===== config.mk =====
export PLATFORM = sky130hd
export DESIGN_NAME = serial_sar_ctrl
export DESIGN_NICKNAME = d
export VERILOG_FILES = /design/src/rtl/serial_sar_ctrl.sv
export SDC_FILE = /design/constraint.sdc
export NUM_CORES = 1
export LEC_CHECK = 0
export BUFFER_PORTS_ARGS = -buffer_cell sky130_fd_sc_hd__buf_2
export CELL_PAD_IN_SITES_DETAIL_PLACEMENT = 0
export CELL_PAD_IN_SITES_GLOBAL_PLACEMENT = 2
export CORE_MARGIN = 3
export CORE_UTILIZATION = 32
export DETAILED_ROUTE_END_ITERATION = 10
export HOLD_SLACK_MARGIN = 0.15
export MAX_ROUTING_LAYER = met4
export PLACE_DENSITY_LB_ADDON = 0.1
export SLEW_MARGIN = 20
export SYNTH_ARGS = -nofsm -noshare
export SYNTH_HDL_FRONTEND = slang
export SYNTH_SLANG_ARGS = --single-unit

===== constraint.sdc =====
create_clock -name clk -period 1.61 [get_ports clk]
set_input_delay 0.322 -clock clk [delete_from_list [all_inputs] [get_ports clk]]
set_output_delay 0.322 -clock clk [all_outputs]
set_load 0.01 [all_outputs]

===== src/rtl/serial_sar_ctrl.sv =====
module serial_sar_ctrl #(
  parameter int W    = 8,
  parameter int SYNC = 2
) (
  input  logic         clk,
  input  logic         rst_n,
  input  logic         cs_n,
  input  logic         sclk,
  input  logic         din,
  input  logic         cmp_hi,
  output logic         dout,
  output logic         dout_en,
  output logic [W-1:0] dac_code,
  output logic         mux_valid,
  output logic         mux_pos_ch,
  output logic         mux_neg_gnd,
  output logic [W-1:0] result,
  output logic         done
);
  localparam int CW = $clog2(W);
  localparam logic [W-1:0] MSB = {1'b1, {(W-1){1'b0}}};

  typedef enum logic [2:0] {P_IDLE, P_MODE, P_CHAN, P_SETTLE, P_CONV, P_REPLAY, P_QUIET} phase_t;

  phase_t          phase;
  logic [SYNC-1:0] sclk_s, cs_s, din_s;
  logic            sclk_d;
  logic            sclk_q, cs_q, din_q, rise, fall;
  logic [W-1:0]    mask, shreg, decided, next_code;
  logic [CW-1:0]   left;

  assign sclk_q = sclk_s[SYNC-1];
  assign cs_q   = cs_s[SYNC-1];
  assign din_q  = din_s[SYNC-1];
  assign rise   = sclk_q & ~sclk_d;
  assign fall   = ~sclk_q & sclk_d;

  assign decided   = (dac_code & ~mask) | (cmp_hi ? mask : '0);
  assign next_code = decided | (mask >> 1);

  always_ff @(posedge clk or negedge rst_n) begin
    if (!rst_n) begin
      sclk_s <= '0;
      cs_s   <= '1;
      din_s  <= '0;
      sclk_d <= 1'b0;
    end else begin
      sclk_s <= {sclk_s[SYNC-2:0], sclk};
      cs_s   <= {cs_s[SYNC-2:0], cs_n};
      din_s  <= {din_s[SYNC-2:0], din};
      sclk_d <= sclk_q;
    end
  end

  always_ff @(posedge clk or negedge rst_n) begin
    if (!rst_n) begin
      phase       <= P_IDLE;
      mux_valid   <= 1'b0;
      mux_pos_ch  <= 1'b0;
      mux_neg_gnd <= 1'b0;
      dout        <= 1'b0;
      dout_en     <= 1'b0;
      dac_code    <= '0;
      mask        <= '0;
      shreg       <= '0;
      left        <= '0;
      result      <= '0;
      done        <= 1'b0;
    end else if (cs_q) begin
      phase       <= P_IDLE;
      mux_valid   <= 1'b0;
      mux_pos_ch  <= 1'b0;
      mux_neg_gnd <= 1'b0;
      dout        <= 1'b0;
      dout_en     <= 1'b0;
      dac_code    <= '0;
      mask        <= '0;
      shreg       <= '0;
      left        <= '0;
      result      <= '0;
      done        <= 1'b0;
    end else begin
      done <= 1'b0;
      unique case (phase)
        P_IDLE:
          if (rise && din_q) phase <= P_MODE;
        P_MODE:
          if (rise) begin
            mux_neg_gnd <= din_q;
            phase       <= P_CHAN;
          end
        P_CHAN:
          if (rise) begin
            mux_pos_ch <= din_q;
            mux_valid  <= 1'b1;
            phase      <= P_SETTLE;
          end
        P_SETTLE:
          if (fall) begin
            dout_en  <= 1'b1;
            dout     <= 1'b0;
            dac_code <= MSB;
            mask     <= MSB;
            phase    <= P_CONV;
          end
        P_CONV:
          if (fall) begin
            dout     <= cmp_hi;
            dac_code <= next_code;
            mask     <= mask >> 1;
            if (mask[0]) begin
              result <= decided;
              shreg  <= decided >> 1;
              left   <= CW'(W - 1);
              done   <= 1'b1;
              phase  <= P_REPLAY;
            end
          end
        P_REPLAY:
          if (fall) begin
            dout  <= shreg[0];
            shreg <= shreg >> 1;
            left  <= left - 1'b1;
            if (left == CW'(1)) phase <= P_QUIET;
          end
        P_QUIET:
          if (fall) dout_en <= 1'b0;
        default: phase <= P_IDLE;
      endcase
    end
  end
endmodule


==> results_tabular.tex, run 1 <==
\begin{tabular}{lr}
\hline
Metric & Value \\
\hline
\multicolumn{2}{l}{\textbf{Logic synthesis}} \\
\quad Number of instances in the synthesized netlist & 255 \\
\quad Post-synthesis simple-gate area fraction & 19.0\% \\
\quad Mapped Avg Cell Area & 9.45 um2 \\
\quad Complex-gate fraction of the synthesized area & 18.6\% \\
\quad Share of synthesized area spent on multiplexers & 3.32\% \\
\quad Number of warnings issued by yosys & 0 \\
\quad Fraction of the yosys area taken by sequential cells & 52.1\% \\
\quad Main combinational cell family by area after synthesis & simple AND/OR/NAND/NOR gates \\
\quad Synth Net Count & 263 \\
\quad Adder-Cell Fraction of Synth Area & 1.04\% \\
\quad Yosys cell types & 38 \\
\quad Post-Syn Area & 2410 um2 \\
\quad Area share of xor/xnor cells in the synthesized design & 0\% \\
\quad Flops \& latches, synth & 50 \\
\multicolumn{2}{l}{\textbf{Worst hold path}} \\
\quad Hold path start & sclk\_s[0] \\
\quad Hold path cells & 0 \\
\quad Terminating pin of the worst hold path & sclk\_s[1] \\
\quad Hold Path Class & flop to flop \\
\multicolumn{2}{l}{\textbf{Status}} \\
\quad Run status & completed \\
\multicolumn{2}{l}{\textbf{Clocking}} \\
\quad CTS tree & done \\
\quad Clock Pin Slew Worst Setup and Hold Paths & 90 ps \\
\quad H-tree Lvls & 2 \\
\quad Maximum root-to-sink buffer count & 2 \\
\quad CTS root buf & clkbuf\_8 \\
\quad Clk sinks & 50 \\
\quad TritonCTS buffer count & 5 \\
\quad Worst skew pair latency & 300 ps \\
\multicolumn{2}{l}{\textbf{Power}} \\
\quad Portion of total power attributed to combinational logic & 29.0\% \\
\quad Reg power frac & 46.0\% \\
\quad Power per unit of standard cell area & 1020 nW/um2 \\
\quad Internal cell power & 0.00211 W \\
\quad Leakage power summed over all cells & 1.41 nW \\
\quad Clock share of power & 25.0\% \\
\quad Power spent charging and discharging nets & 0.000954 W \\
\quad Peak ir drop on the vdd network & 478 uV \\
\quad Net Sw Frac & 31.2\% \\
\multicolumn{2}{l}{\textbf{Floorplanning}} \\
\quad Starting density of the core & 34.1\% \\
\quad Core ar. & 7060 um2 \\
\quad Cell row count & 30 \\
\quad Die span in x & 92.8 um \\
\quad Vertical extent of the die & 92.8 um \\
\quad I/O pin cnt & 28 \\
\quad Area enclosed by the die boundary & 8600 um2 \\
\multicolumn{2}{l}{\textbf{Route}} \\
\quad Starting DRC count in detailed routing & 100 \\
\quad Average via count per standard cell & 4.71 \\
\quad Overall via count from detail\_route & 1918 \\
\quad Number of antenna-violating nets in the routed design & 0 \\
\quad Detailed-route wire length per cell & 14.3 um \\
\quad First drt pass iteration count & 4 \\
\quad DR DRC count & 0 \\
\quad Routed WL & 5.81 mm \\
\multicolumn{2}{l}{\textbf{Place}} \\
\quad Worst slack, placed & -42.7 ps \\
\quad Half-perimeter wire length after placement & 4.12 mm \\
\quad Post-DP Area & 2790 um2 \\
\quad Final RePlAce weighted congestion & 0.775 \\
\quad Count of port buffers added during placement & 27 \\
\multicolumn{2}{l}{\textbf{Worst setup path}} \\
\quad Kind of start point of the critical path & flop \\
\quad Worst r2r path cells & 4 \\
\quad Max FO, Critical Path & 4 \\
\quad Arrival time reported for the critical path endpoint & 1790 ps \\
\quad Capturing element type of the critical path & flop \\
\quad Required time of the critical path & 1790 ps \\
\quad Type of the worst setup path & flop to flop \\
\quad Reg-to-reg setup timing slack & 6 ps \\
\quad R2r startpoint & cs\_s[1] \\
\quad Critical register-to-register path endpoint & phase[1] \\
\multicolumn{2}{l}{\textbf{Timing}} \\
\quad Worst setup margin & 6.15 ps \\
\quad Final hold vios & 0 \\
\quad Slew HR & 71.7\% \\
\quad Max Fclk & 0.624 GHz \\
\quad Worst setup skew after layout & 7.94 ps \\
\quad Tcrit/Tclk final & 99.6\% \\
\quad Unrepaired setup endpoints after global routing & true \\
\quad Endpoints failing setup & 0 \\
\quad Transition time of the tightest slew-check pin & 412 ps \\
\quad Pins Over Slew Limit & 0 \\
\quad Clock period minus worst slack & 1600 ps \\
\multicolumn{2}{l}{\textbf{Finish}} \\
\quad Final core utilization & 42.7\% \\
\quad Layout overhead on the synthesized area & 25.2\% \\
\quad Share of final-layout standard cells stronger than drive strength 1 & 28.9\% \\
\quad Most used cells in the layout excluding fill and tap cells & nand2\_1, dfrtp\_1, buf\_4 \\
\quad Number of diodes added for antenna fixing & 0 \\
\quad Final Net Count & 318 \\
\quad Leading cell type in the layout, fill and taps excluded & nand2\_1 \\
\quad Final instance area & 3020 um2 \\
\multicolumn{2}{l}{\textbf{GRT}} \\
\quad Congestion Overflow GR & 0 \\
\quad Global-route wire length before repair & 9.72 mm \\
\quad Number of antenna violations at the first check in global routing & 0 \\
\quad Global routing usage summed across all routing layers & 14.9\% \\
\quad Largest net degree at the start of global routing & 51 \\
\quad Via count of the first global-routing pass & 1860 \\
\multicolumn{2}{l}{\textbf{Job}} \\
\quad Number of max-cap violations & 0 \\
\hline
\end{tabular}
## flip-flops by register name, indices dropped and copies added (netlist names), 2 cells and up
register / cells
result: 8
phase: 3
sclk_s: 2
dac_code: 8
left: 3
cs_s: 2
shreg: 7
din_s: 2
mask: 8
## kinds of logic (layout without fill, tap and decap cells)
| family | Yosys count | in the layout |
|---|---|---|
| buf+inv | 29 | 85 |
| fa+ha+maj | 2 | 2 |
| simple gates | 94 | 94 |
| flops | 50 | 50 |
| mux | 8 | 8 |
| compound gates | 72 | 72 |
## power by group through the flow
stage               registers (W)  clock network [W]  logic, W
floorplan                 0.00140                  0  0.000524
global placement          0.00142                  0  0.000839
detailed placement        0.00143                  0  0.000831
CTS                       0.00141           0.000798  0.000851
global route              0.00142           0.000862  0.000970
finish                    0.00141           0.000767  0.000888
## worst max-delay path by stage
| stage | start | end | slack, ps | depth (start not counted) |
|---|---|---|---|---|
| 2_1_floorplan | cs_s[1] | phase[1] | 9 | 6 |
| 3_3_place_gp | phase[1] | phase[1] | -20 | 5 |
| 4_1_cts | phase[1] | phase[1] | 1 | 5 |
| 5_1_grt | phase[0] | phase[1] | -60 | 6 |
| 6_report | cs_s[1] | phase[1] | 6 | 4 |
| 3_5_place_dp | phase[0] | result[0] | -40 | 6 |
## per-layer routing
layer	track usage (%)	share of wire (%)	vias to the layer above
li1	-	-	976
met1	21.6	51	909
met2	21.3	45	29
met3	2.68	3.4	4
met4	4.03	1.0	0
met5	-	0	-
## cell type report
cell class / count / area (um2)
Timing Repair Buffer: 64 / 452
Tap cell: 96 / 120
Inverter: 13 / 48.8
Clock buffer: 6 / 82.6
Clock inverter: 2 / 12.5
Multi-Input combinational cell: 176 / 1040
Fill cell: 732 / 4040
Sequential cell: 50 / 1260
## worst max-delay path, cell delays in order, from the launching register on
cell and delay [ps]:
dfstp_2 610, nor2_2 70, a32oi_2 290, o311ai_4 170
a221o_1 360
## timing repair
item                                   CTS  global route
hold buffers                             4             0
buffers inserted                         2             5
pin swaps                                1             2
setup endpoints to repair               17            11
resized for setup                        4             9
endpoints found under the hold margin   51             0
## synth_stat cells
library cell,count,area share (%)
or3_1,1,0.26
nor2_4,1,0.47
nor3_1,2,0.42
o22ai_1,2,0.52
inv_1,13,2.0
o21ai_1,12,2.5
o211ai_2,1,0.52
a311o_1,1,0.42
a21o_1,1,0.31
nor2b_1,1,0.26
buf_2,4,0.83
nor2_1,16,2.5
nand4_1,1,0.26
dfrtp_1,48,50
a22o_1,1,0.36
o211ai_1,8,2.5
a21oi_1,20,4.2
a311oi_1,1,0.36
o311ai_4,1,1.1
mux2i_1,8,3.3
nand2b_4,2,1.1
nor4b_4,1,0.99
a32oi_2,1,0.68
and2b_1,3,0.93
nor3_2,1,0.42
ha_1,2,1.0
nand2_1,52,8.1
buf_4,4,1.2
nand3_1,4,0.83
dfstp_2,2,2.2
clkbuf_1,6,0.93
o21ai_0,20,4.2
nor4_1,2,0.52
a221o_1,1,0.42
buf_6,2,0.93
nand2b_1,5,1.3
nand3b_1,2,0.62
a211oi_1,2,0.62
## through the flow
step | power [W] | instances | hold WS, ps | setup TNS [ps]
after floorplan | 0.00192 | 255 | 26.4 | 0
after global placement | 0.00226 | 388 | 332 | -74.2
after detailed placement | 0.00226 | 388 | 337 | -254
after CTS | 0.00306 | 402 | 362 | 0
after global routing | 0.00325 | 407 | 367 | -105
final | 0.00306 | 407 | 359 | 0
Power figures use the tool's default switching activity.
==> run 2, diff against run 1 <==
--- a/config.mk
+++ b/config.mk
@@ -8,7 +8,6 @@
 export BUFFER_PORTS_ARGS = -buffer_cell sky130_fd_sc_hd__buf_2
 export CELL_PAD_IN_SITES_DETAIL_PLACEMENT = 0
 export CELL_PAD_IN_SITES_GLOBAL_PLACEMENT = 2
-export CORE_MARGIN = 3
 export CORE_UTILIZATION = 32
 export DETAILED_ROUTE_END_ITERATION = 10
 export HOLD_SLACK_MARGIN = 0.15
==> run 2 against run 1 <==
The flow now finishes with violations (setup timing). Clock-buffer cell count increased by 1. Flip-flop and latch count unchanged. Wire length rose by 5.3%. Setup slack worse by 25 ps. Sequential share of layout area down 2.0 points. Largest power group unchanged. Clock skew grew 0.52 ps. First-iteration DRC count decreased by 42%. Final cell count grew 2.7%. Sequential power barely moved. Critical path type unchanged.
==> results_tabular.tex, run 2 (same netlist as run 1, synthesis figures left out) <==
\begin{tabular}{lr}
\hline
Metric & Value \\
\hline
\multicolumn{2}{l}{\textbf{Finish}} \\
\quad Final-layout fill cell count & 756 \\
\quad Footprint of the multi-input gates & 1060 um2 \\
\quad Layout overhead on the synthesized area & 31.2\% \\
\quad Top Registers & dac\_code: 8 flops, mask: 8 flops, result: 8 flops \\
\quad Final instance area & 3160 um2 \\
\quad Leading cell type in the layout, fill and taps excluded & nand2\_1 \\
\quad Share of final-layout standard cells stronger than drive strength 1 & 30.1\% \\
\quad Final Non-Filler Cells & 418 \\
\quad Combined flip-flop and latch cell area & 1250 um2 \\
\quad Most used cells in the layout excluding fill and tap cells & nand2\_1, dfrtp\_1, buf\_4 \\
\quad Final Net Count & 326 \\
\quad Number of diodes added for antenna fixing & 0 \\
\multicolumn{2}{l}{\textbf{Timing}} \\
\quad Transition time of the tightest slew-check pin & 408 ps \\
\quad Slew HR & 72.5\% \\
\quad Pins Over Slew Limit & 0 \\
\quad Clock period minus worst slack & 1630 ps \\
\quad Unrepaired setup endpoints after global routing & true \\
\quad Worst setup skew after layout & 8.46 ps \\
\quad Endpoints failing setup & 1 \\
\quad Tcrit/Tclk final & 101\% \\
\quad Final hold vios & 0 \\
\quad Max Fclk & 0.614 GHz \\
\quad Worst setup margin & -19.0 ps \\
\multicolumn{2}{l}{\textbf{GRT}} \\
\quad Global routing usage summed across all routing layers & 17.9\% \\
\quad Number of antenna violations at the first check in global routing & 0 \\
\quad Global-route wire length before repair & 10.3 mm \\
\quad Congestion Overflow GR & 0 \\
\quad Largest net degree at the start of global routing & 40 \\
\quad Via count of the first global-routing pass & 2006 \\
\multicolumn{2}{l}{\textbf{Power}} \\
\quad Internal cell power & 0.00234 W \\
\quad Clock share of power & 28.0\% \\
\quad Power spent charging and discharging nets & 0.000989 W \\
\quad Leakage power summed over all cells & 1.48 nW \\
\quad Portion of total power attributed to combinational logic & 29.7\% \\
\quad Net Sw Frac & 29.7\% \\
\quad Peak ir drop on the vdd network & 430 uV \\
\quad Power per unit of standard cell area & 1050 nW/um2 \\
\quad Reg power frac & 42.3\% \\
\multicolumn{2}{l}{\textbf{Worst setup path}} \\
\quad Critical path startpoint & phase[0] \\
\quad Kind of start point of the critical path & flop \\
\quad Type of the worst setup path & flop to flop \\
\quad Reg-to-reg setup timing slack & -20 ps \\
\quad Capturing element type of the critical path & flop \\
\quad Arrival time reported for the critical path endpoint & 1810 ps \\
\quad Max FO, Critical Path & 9 \\
\quad Required time of the critical path & 1800 ps \\
\quad R2r startpoint & phase[0] \\
\multicolumn{2}{l}{\textbf{Place}} \\
\quad Inst Count DP & 396 \\
\quad Post-DP Area & 2850 um2 \\
\quad Final RePlAce weighted congestion & 0.725 \\
\quad Half-perimeter wire length after placement & 4.27 mm \\
\quad Count of port buffers added during placement & 27 \\
\multicolumn{2}{l}{\textbf{Floorplanning}} \\
\quad Cell row count & 31 \\
\quad Vertical extent of the die & 88.8 um \\
\quad Starting density of the core & 33.2\% \\
\quad Die span in x & 88.8 um \\
\quad Area enclosed by the die boundary & 7880 um2 \\
\quad Core ar. & 7250 um2 \\
\quad I/O pin cnt & 28 \\
\multicolumn{2}{l}{\textbf{Worst hold path}} \\
\quad Hold path start & sclk\_s[0] \\
\quad Hold Path Class & flop to flop \\
\multicolumn{2}{l}{\textbf{Clocking}} \\
\quad Maximum root-to-sink buffer count & 2 \\
\quad Worst skew pair latency & 300 ps \\
\quad Clk sinks & 50 \\
\quad TritonCTS buffer count & 5 \\
\quad Clock Pin Slew Worst Setup and Hold Paths & 90 ps \\
\quad CTS root buf & clkbuf\_8 \\
\quad H-tree Lvls & 2 \\
\quad CTS tree & done \\
\multicolumn{2}{l}{\textbf{Route}} \\
\quad Routed WL & 6.11 mm \\
\quad First drt pass iteration count & 5 \\
\quad Overall via count from detail\_route & 1983 \\
\quad Average via count per standard cell & 4.74 \\
\quad DR DRC count & 0 \\
\quad Starting DRC count in detailed routing & 58 \\
\quad Number of antenna-violating nets in the routed design & 0 \\
\quad Detailed-route wire length per cell & 14.6 um \\
\multicolumn{2}{l}{\textbf{Job}} \\
\quad Number of max-cap violations & 0 \\
\multicolumn{2}{l}{\textbf{Status}} \\
\quad Violated checks & setup timing \\
\quad Run status & finished with violations \\
\hline
\end{tabular}
run 2: cell types whose count changed in the layout (fill, tap and decap cells not counted), sizes merged:
cell and change:
buf +8, clkbuf +1, clkinv -1, clkinvlp -1, bufinv +1
run 2: path summary, 6_finish.rpt:
| check | end | cells after the start |
|---|---|---|
| setup / recovery | phase[1] | 6 |
| hold / removal | sclk_s[1] | 0 |
| setup reg to reg | phase[1] | 6 |
| hold reg to reg | sclk_s[1] | 0 |
| max in group asynchronous | cs_s[0] | 3 |
| min in group asynchronous | mask[3] | 2 |
run 2: per-layer routing:
layer	vias up	GRT usage [%]	part of all wire, %
li1	1001	-	-
met1	944	23.7	49
met2	30	27.7	47
met3	8	3.08	2.7
met4	0	5.72	1.5
met5	-	-	0
run 2: repair_timing:
| item | 4_1_cts | 5_1_grt |
|---|---|---|
| endpoints found under the hold margin | 14 | 0 |
| gates resized for setup | 5 | 21 |
| gates cloned | 0 | 1 |
| pin swaps | 0 | 6 |
| setup buffers | 0 | 9 |
| setup endpoints to repair | 11 | 21 |
| hold buffers | 4 | 0 |
run 2: cell type report:
cell class | count | area share [%]
Multi-Input combinational cell | 176 | 33.7
Timing Repair Buffer | 72 | 17.5
Clock inverter | 1 | 0.950
Sequential cell | 50 | 39.7
Tap cell | 99 | 3.92
Clock buffer | 7 | 2.73
Inverter | 13 | 1.54
run 2: through the flow:
stage / power [W] / util [%] / hold slack [ps] / setup slack, ps / setup TNS [ps]
finish: 0.00333 / 43.6 / 353 / -19.0 / -19.0
detailed placement: 0.00231 / 39.2 / 244 / -68.6 / -413
floorplan: 0.00192 / - / 26.4 / 9.07 / 0
global route: 0.00353 / 43.6 / 364 / -82.3 / -227
CTS: 0.00328 / 41.6 / 358 / -6.31 / -6.31
global placement: 0.00232 / 39.2 / 237 / -28.9 / -30.4
run 2: critical path: stages (launching register included):
cell	delay, ps
dfrtp_1	440
buf_12	160
nor4b_4	250
a32oi_2	130
o311ai_4	130
o21ai_1	90
a221o_1	300
run 2: power groups by stage:
| stage | Combinational, W | Clock, W | Sequential [W] |
|---|---|---|---|
| floorplan | 0.000524 | 0 | 0.00140 |
| global placement | 0.000890 | 0 | 0.00143 |
| detailed placement | 0.000884 | 0 | 0.00143 |
| CTS | 0.000906 | 0.000969 | 0.00141 |
| global route | 0.00109 | 0.00102 | 0.00142 |
| finish | 0.000989 | 0.000933 | 0.00141 |
